[src/rtl/iotlb_pkg.sv]
package iotlb_pkg;

    localparam int ASID_W   = 7;
    localparam int VPN_W    = 20;
    localparam int LINES_W  = 6;
    localparam int SECT_LSB = 10;   // VA[31:22] -> page bits [19:10]
    localparam int GRP_LSB  = 2;    // VA[31:14] -> page bits [19:2]

    typedef enum logic [1:0] {
        FM_ANY     = 2'd0,
        FM_NOP     = 2'd1,
        FM_SECTION = 2'd2,
        FM_GROUP   = 2'd3
    } flush_mode_e;

    typedef struct packed {
        logic              by_asid;
        logic [ASID_W-1:0] asid;
        flush_mode_e       mode;
        logic [VPN_W-1:0]  page;
    } flush_cmd_t;

    typedef struct packed {
        logic rd;
        logic wr;
        logic ns;
    } perm_t;

    function automatic flush_cmd_t unpack_flush(input logic [31:0] w);
        flush_cmd_t c;
        c.by_asid = w[31];
        c.asid    = w[30:24];
        c.mode    = flush_mode_e'(w[1:0]);
        c.page    = w[19:0];
        return c;
    endfunction

    function automatic logic flush_selects(input flush_cmd_t c,
                                           input logic [ASID_W-1:0] asid,
                                           input logic [VPN_W-1:0] page);
        logic addr_ok;
        case (c.mode)
            FM_ANY:     addr_ok = 1'b1;
            FM_SECTION: addr_ok = (page[VPN_W-1:SECT_LSB] == c.page[VPN_W-1:SECT_LSB]);
            FM_GROUP:   addr_ok = (page[VPN_W-1:GRP_LSB] == c.page[VPN_W-1:GRP_LSB]);
            default:    addr_ok = 1'b0;
        endcase
        return addr_ok && (!c.by_asid || (asid == c.asid));
    endfunction

endpackage

[src/rtl/iotlb_cam.sv]
module iotlb_cam
    import iotlb_pkg::*;
#(
    parameter int ENTRIES = 16,
    parameter int PFN_W   = 20,
    localparam int IDX_W  = $clog2(ENTRIES)
) (
    input  logic               clk,
    input  logic               rst,
    input  logic [ASID_W-1:0]  lk_asid,
    input  logic [VPN_W-1:0]   lk_vpn,
    input  logic               kill_en,
    input  flush_cmd_t         kill_cmd,
    input  logic               wr_en,
    input  logic [IDX_W-1:0]   wr_idx,
    input  logic [ASID_W-1:0]  wr_asid,
    input  logic [VPN_W-1:0]   wr_vpn,
    input  logic [PFN_W-1:0]   wr_pfn,
    input  perm_t              wr_perm,
    output logic [ENTRIES-1:0] hit_vec,
    output logic [ENTRIES-1:0] dup_vec,
    output logic [PFN_W-1:0]   hit_pfn,
    output perm_t              hit_perm
);

    logic [ENTRIES-1:0][PFN_W-1:0] pfn_sel;
    logic [ENTRIES-1:0][2:0]       perm_sel;

    for (genvar i = 0; i < ENTRIES; i++) begin : g_ent
        logic              vld_q;
        logic [ASID_W-1:0] asid_q;
        logic [VPN_W-1:0]  vpn_q;
        logic [PFN_W-1:0]  pfn_q;
        perm_t             perm_q;
        logic              sel_wr;
        logic              killed;

        assign sel_wr = wr_en && (wr_idx == IDX_W'(i));
        assign killed = kill_en && flush_selects(kill_cmd, asid_q, vpn_q);

        // refill is ordered after the flush on a shared edge
        always_ff @(posedge clk) begin
            if (rst)         vld_q <= 1'b0;
            else if (sel_wr) vld_q <= 1'b1;
            else if (killed) vld_q <= 1'b0;
        end

        always_ff @(posedge clk) begin
            if (sel_wr) begin
                asid_q <= wr_asid;
                vpn_q  <= wr_vpn;
                pfn_q  <= wr_pfn;
                perm_q <= wr_perm;
            end
        end

        assign hit_vec[i]  = vld_q && !killed && (asid_q == lk_asid) && (vpn_q == lk_vpn);
        assign dup_vec[i]  = vld_q && (asid_q == wr_asid) && (vpn_q == wr_vpn);
        assign pfn_sel[i]  = hit_vec[i] ? pfn_q : '0;
        assign perm_sel[i] = hit_vec[i] ? perm_q : 3'b000;
    end

    always_comb begin
        hit_pfn  = '0;
        hit_perm = '0;
        for (int k = 0; k < ENTRIES; k++) begin
            hit_pfn  = hit_pfn | pfn_sel[k];
            hit_perm = hit_perm | perm_t'(perm_sel[k]);
        end
    end

endmodule

[src/rtl/iotlb_victim.sv]
module iotlb_victim #(
    parameter int ENTRIES = 16,
    localparam int IDX_W  = $clog2(ENTRIES),
    localparam int CNT_W  = $clog2(ENTRIES + 1)
) (
    input  logic             clk,
    input  logic             rst,
    input  logic [CNT_W-1:0] lines,
    input  logic             advance,
    output logic [IDX_W-1:0] slot
);

    logic [IDX_W-1:0] ptr_q;
    logic [CNT_W-1:0] nxt;

    // a pointer left beyond a shrunk window restarts at slot 0
    assign slot = (CNT_W'(ptr_q) >= lines) ? '0 : ptr_q;
    assign nxt  = CNT_W'(slot) + CNT_W'(1);

    always_ff @(posedge clk) begin
        if (rst)          ptr_q <= '0;
        else if (advance) ptr_q <= (nxt >= lines) ? '0 : IDX_W'(nxt);
    end

endmodule

[src/rtl/iotlb_top.sv]
module iotlb_top
    import iotlb_pkg::*;
#(
    parameter int ENTRIES = 16,
    parameter int PFN_W   = 20,
    localparam int IDX_W  = $clog2(ENTRIES),
    localparam int CNT_W  = $clog2(ENTRIES + 1)
) (
    input  logic               clk,
    input  logic               rst,
    input  logic               cfg_we,
    input  logic               cfg_hit_under_miss,
    input  logic [LINES_W-1:0] cfg_active_lines,
    input  logic               fl_we,
    input  logic [31:0]        fl_cmd,
    input  logic               lk_valid,
    input  logic [ASID_W-1:0]  lk_asid,
    input  logic [VPN_W-1:0]   lk_vpn,
    output logic               lk_ready,
    output logic               lk_hit,
    output logic               lk_miss,
    output logic [PFN_W-1:0]   lk_pfn,
    output logic               lk_rd,
    output logic               lk_wr,
    output logic               lk_ns,
    input  logic               rf_valid,
    input  logic [ASID_W-1:0]  rf_asid,
    input  logic [VPN_W-1:0]   rf_vpn,
    input  logic [PFN_W-1:0]   rf_pfn,
    input  logic               rf_rd,
    input  logic               rf_wr,
    input  logic               rf_ns
);

    logic               hum_q;
    logic [LINES_W-1:0] lines_q;
    logic [CNT_W-1:0]   lines_eff;
    logic               fl_pend_q;
    flush_cmd_t         fl_cmd_q;
    logic               miss_pend_q;

    logic [ENTRIES-1:0] hit_vec, dup_vec;
    logic [PFN_W-1:0]   hit_pfn;
    perm_t              hit_perm, wr_perm;
    logic               any_hit, dup_any, accept, advance;
    logic [IDX_W-1:0]   dup_idx, slot, wr_idx;

    logic               hit_q, miss_q;
    logic [PFN_W-1:0]   pfn_q;
    perm_t              perm_q;

    always_ff @(posedge clk) begin
        if (rst) begin
            hum_q   <= 1'b1;
            lines_q <= '0;
        end else if (cfg_we) begin
            hum_q   <= cfg_hit_under_miss;
            lines_q <= cfg_active_lines;
        end
    end

    assign lines_eff = (lines_q == '0 || int'(lines_q) > ENTRIES) ? CNT_W'(ENTRIES)
                                                                  : CNT_W'(lines_q);

    always_ff @(posedge clk) begin
        if (rst) fl_pend_q <= 1'b0;
        else     fl_pend_q <= fl_we;
    end

    always_ff @(posedge clk) begin
        if (fl_we) fl_cmd_q <= unpack_flush(fl_cmd);
    end

    assign lk_ready = hum_q || !miss_pend_q;
    assign accept   = lk_valid && lk_ready;
    assign any_hit  = |hit_vec;
    assign dup_any  = |dup_vec;

    always_comb begin
        dup_idx = '0;
        for (int k = 0; k < ENTRIES; k++)
            if (dup_vec[k]) dup_idx = IDX_W'(k);
    end

    assign wr_idx  = dup_any ? dup_idx : slot;
    assign advance = rf_valid && !dup_any;
    assign wr_perm = '{rd: rf_rd, wr: rf_wr, ns: rf_ns};

    iotlb_cam #(.ENTRIES(ENTRIES), .PFN_W(PFN_W)) u_cam (
        .clk      (clk),
        .rst      (rst),
        .lk_asid  (lk_asid),
        .lk_vpn   (lk_vpn),
        .kill_en  (fl_pend_q),
        .kill_cmd (fl_cmd_q),
        .wr_en    (rf_valid),
        .wr_idx   (wr_idx),
        .wr_asid  (rf_asid),
        .wr_vpn   (rf_vpn),
        .wr_pfn   (rf_pfn),
        .wr_perm  (wr_perm),
        .hit_vec  (hit_vec),
        .dup_vec  (dup_vec),
        .hit_pfn  (hit_pfn),
        .hit_perm (hit_perm)
    );

    iotlb_victim #(.ENTRIES(ENTRIES)) u_victim (
        .clk     (clk),
        .rst     (rst),
        .lines   (lines_eff),
        .advance (advance),
        .slot    (slot)
    );

    always_ff @(posedge clk) begin
        if (rst) begin
            miss_pend_q <= 1'b0;
            hit_q       <= 1'b0;
            miss_q      <= 1'b0;
            pfn_q       <= '0;
            perm_q      <= '0;
        end else begin
            miss_pend_q <= (accept && !any_hit) || (miss_pend_q && !rf_valid);
            hit_q       <= accept && any_hit;
            miss_q      <= accept && !any_hit;
            pfn_q       <= (accept && any_hit) ? hit_pfn : '0;
            perm_q      <= (accept && any_hit) ? hit_perm : '0;
        end
    end

    assign lk_hit  = hit_q;
    assign lk_miss = miss_q;
    assign lk_pfn  = pfn_q;
    assign lk_rd   = perm_q.rd;
    assign lk_wr   = perm_q.wr;
    assign lk_ns   = perm_q.ns;

endmodule

[config.mk]
export PLATFORM = sky130hd
export DESIGN_NAME = iotlb_top
export DESIGN_NICKNAME = d
export VERILOG_FILES = /design/src/rtl/iotlb_pkg.sv /design/src/rtl/iotlb_cam.sv /design/src/rtl/iotlb_victim.sv /design/src/rtl/iotlb_top.sv
export SDC_FILE = /design/constraint.sdc
export NUM_CORES = 2
export LEC_CHECK = 0
export BUFFER_PORTS_ARGS = -buffer_cell sky130_fd_sc_hd__buf_2
export CORE_UTILIZATION = 45
export DETAILED_ROUTE_END_ITERATION = 8
export PLACE_DENSITY = 0.74
export SETUP_SLACK_MARGIN = 0.2
export SLEW_MARGIN = 0
export SYNTH_ARGS = -nofsm -noshare
export SYNTH_HDL_FRONTEND = slang
export SYNTH_SLANG_ARGS = --single-unit
[constraint.sdc]
create_clock -name clk -period 5.8 [get_ports clk]
set_clock_uncertainty 0.05 [all_clocks]
set_input_delay 0.58 -clock clk [delete_from_list [all_inputs] [get_ports clk]]
set_output_delay 0.58 -clock clk [all_outputs]
set_load 0.1 [all_outputs]
==> reports/results.ini <==
[drt]
drtPass1Iterations=8
first_iter_violations=4854
via_count=30600
drc_errors=14
drt-met1-wl_um=60400
wl_met2_um=73100
highest_layer=met5
routed_via_density=6.38
wl_um=167000
dr_wl_met3_um=20800
ant_nets=0
routedWlPerCell_um=34.8

[synthesis]
async_flop_share_pct=0
synth_compound_area_share_pct=5.84
synth_top_family_by_area=XOR/XNOR gates
yosysMostFrequentCell=edfxtp_1
syn_area_per_cell_um2=13.8
synth_seq_cells=882
post-synth-top-area-cell=edfxtp_1
synth_top_area_share_pct=56.2
yosys-top-cells-count=edfxtp_1, xor2_1, xnor2_1, nor4_1, nand4_1
synthXorXnorAreaFrac_pct=25.1
yosysSeqAreaShare_pct=58.6
syn-num-nets=3342
synth_mux_area_share_pct=0.181
synthDistinctLibCells=64
synthCells=3210
synth_simple_gate_area_share_pct=6.94
syn_area_mm2=0.0443
yosys_warnings=0
synth_fa_ha_area_share_pct=0.283
synth_edf_count=828
synth.area.top_cells=edfxtp_1, xor2_1, xnor2_1
synth_ff_type=edfxtp_1

[pwr]
p_leak_nw=16.5
cellPowerDensity_mw_per_mm2=292
ir_drop_mv=0.303
finalPower_w=0.0147

[critical_path]
path_class=register to register
required_ps=6130
end_kind=register
crit_fanout=23
worst_ep_arrival_time_ps=5010
cp-start-kind=register

[floorplan]
fp.dieH_um=316
die_w_um=316
placementRows=114
ios=148
start_util_pct=45.6
core_area_mm2=0.0971
die_area_mm2=0.0996

[timing]
relSlewSlack_pct=10.8
fin_crit_sh_pct=80.7
timing.hold.ws_ps=86.6
finalHoldViolCount=0
rsz0062_at_grt=no
period_needed_ps=4680
worstMarginPinSlew_ps=1340
max_clock_freq_ghz=0.214
finalWorstSetupSlack_ps=1120
finalSetupViolations=0
finalSetupTns_ps=0
slew_viol_final=0

[cts]
path_clk_slew_ps=60
cts_htree_levels=3
insertion_delay_ps=700
tritoncts=yes
cts_made_buffers=92
cts.sinks=882
clockBufferDepth=3
root_buffer=clkbuf_16

[worst_hold_path]
worstHoldPathType=primary input to register

[layout]
area_growth_pct=13.9
drive_above_1_share_pct=14.7
layout.nets=3577

[global_routing]
grt_pass1_wl_um=228000
grt_pass1_vias=29600
antenna_found_initial=6
grt_max_degree=51
gr-total-overflow=0
grt.total_usage_pct=33.1

[placed_design]
dp_hpwl_um=104000
portBuffers=143
post-place-ws_ps=592
place_congestion=0.995

[status]
failed_checks=DRC
run_status=complete, but fails checks

[run]
maxCapViolCount=0

==> flip-flops by register name (all words and copies together) (netlist names), 4 cells and up <==
| name | cells |
|---|---|
| u_cam.g_ent.perm_q | 48 |
| u_victim.ptr_q | 4 |
| u_cam.g_ent.vpn_q | 320 |
| fl_cmd_q | 28 |
| u_cam.g_ent.pfn_q | 320 |
| u_cam.g_ent.vld_q | 16 |
| u_cam.g_ent.asid_q | 112 |
| lk_pfn | 20 |
| lines_q | 6 |
==> worst max-delay path, cell delays in order (launching register included) <==
cell	delay, ps
edfxtp_1	450
xnor2_1	250
nand4_1	190
nor4_1	460
nand4_1	480
o211a_1	380
o311a_1	340
a2111oi_2	480
or2_2	230
nand2b_1	430
nor2_4	350
buf_12	260
==> cell usage in the layout, fill, tap and decap left out, types with 4 or more instances in the layout <==
cell and n:
o21a_1 4, nand4_2 5, nor3_2 17, o21ai_0 36
xor2_1 709, buf_4 149, dfxtp_1 54, nand3_1 19
buf_2 143, clkbuf_16 93, a221oi_1 92, mux2i_1 8
bufinv_16 10, a22o_1 92, inv_1 10, clkinv_1 13
nor2b_1 4, o22ai_1 6, xnor2_2 6, nor2_1 18
nand2b_1 7, o22ai_2 6, a21oi_1 24, clkbuf_1 25
nor2_4 12, o41ai_1 17, clkinv_2 12, ha_1 10
nand2_1 32, nor3_1 17, buf_12 25, dlygate4sd3_1 28
and2_1 4, nor4_1 180, xnor2_1 550, a41oi_1 23
clkinvlp_4 6, nand4_1 174, edfxtp_1 828
==> worst paths after layout <==
path,start,to,slack (ps),cells after the start
max,u_cam.g_ent[1].vpn_q[8]$_DFFE_PP_,u_cam.g_ent[5].pfn_q[10]$_DFFE_PP_,1120,11
min,cfg_active_lines[0],lines_q[0]$_SDFFE_PP0P_,90,3
max reg2reg,u_cam.g_ent[1].vpn_q[8]$_DFFE_PP_,u_cam.g_ent[5].pfn_q[10]$_DFFE_PP_,1120,11
min reg2reg,u_victim.ptr_q[0]$_SDFFE_PP0P_,u_victim.ptr_q[0]$_SDFFE_PP0P_,430,2
==> layout make-up <==
type	count	area, um^2
flip-flops and latches	882	25900
repair buffers	345	2620
multi-input cells	2112	17200
diodes	1	2.50
inverters	12	45.0
fillers	8129	46700
clock inverters	49	599
well taps	1276	1600
clock buffers	121	2460
==> metrics by stage <==
step / util [%] / cell area, um^2 / instances
floorplan: - / 44300 / 3210
global placement: 48.5 / 47100 / 4599
detailed placement: 48.5 / 47100 / 4599
CTS: 51.9 / 50400 / 4797
global route: 51.9 / 50400 / 4797
finish: 51.9 / 50400 / 4798
==> kinds of logic (layout without fill, tap and decap cells) <==
logic type,count (synthesis),in the layout
AO/OA/AOI/OAI,319,319
XOR/XNOR,1265,1265
adder cells (fa/ha/maj),10,10
buffers and inverters,216,527
flip-flops,882,882
multiplexers,8,8
other,0,1
AND/OR/NAND/NOR,510,510
==> power by group <==
group / internal [W] / leakage (nW) / total [W] / switching [W]
clock: 0.00347 / 1.47 / 0.00610 / 0.00264
combinational: 0.000481 / 7.08 / 0.00145 / 0.000969
sequential: 0.00705 / 7.94 / 0.00718 / 0.000128
total: 0.0110 / 16.5 / 0.0147 / 0.00373
==> what timing repair did <==
item,CTS,global route
hold buffers,28,0
setup buffers,0,0
resized for setup,0,0
endpoints found under the hold margin,28,0
==> metal layers <==
metal	vias up	track usage [%]
met1	15200	41.9
met4	10	21.7
li1	12400	-
met2	2452	50.3
met5	-	0
met3	624	8.72
No activity file was read; power rests on OpenSTA's default activity.
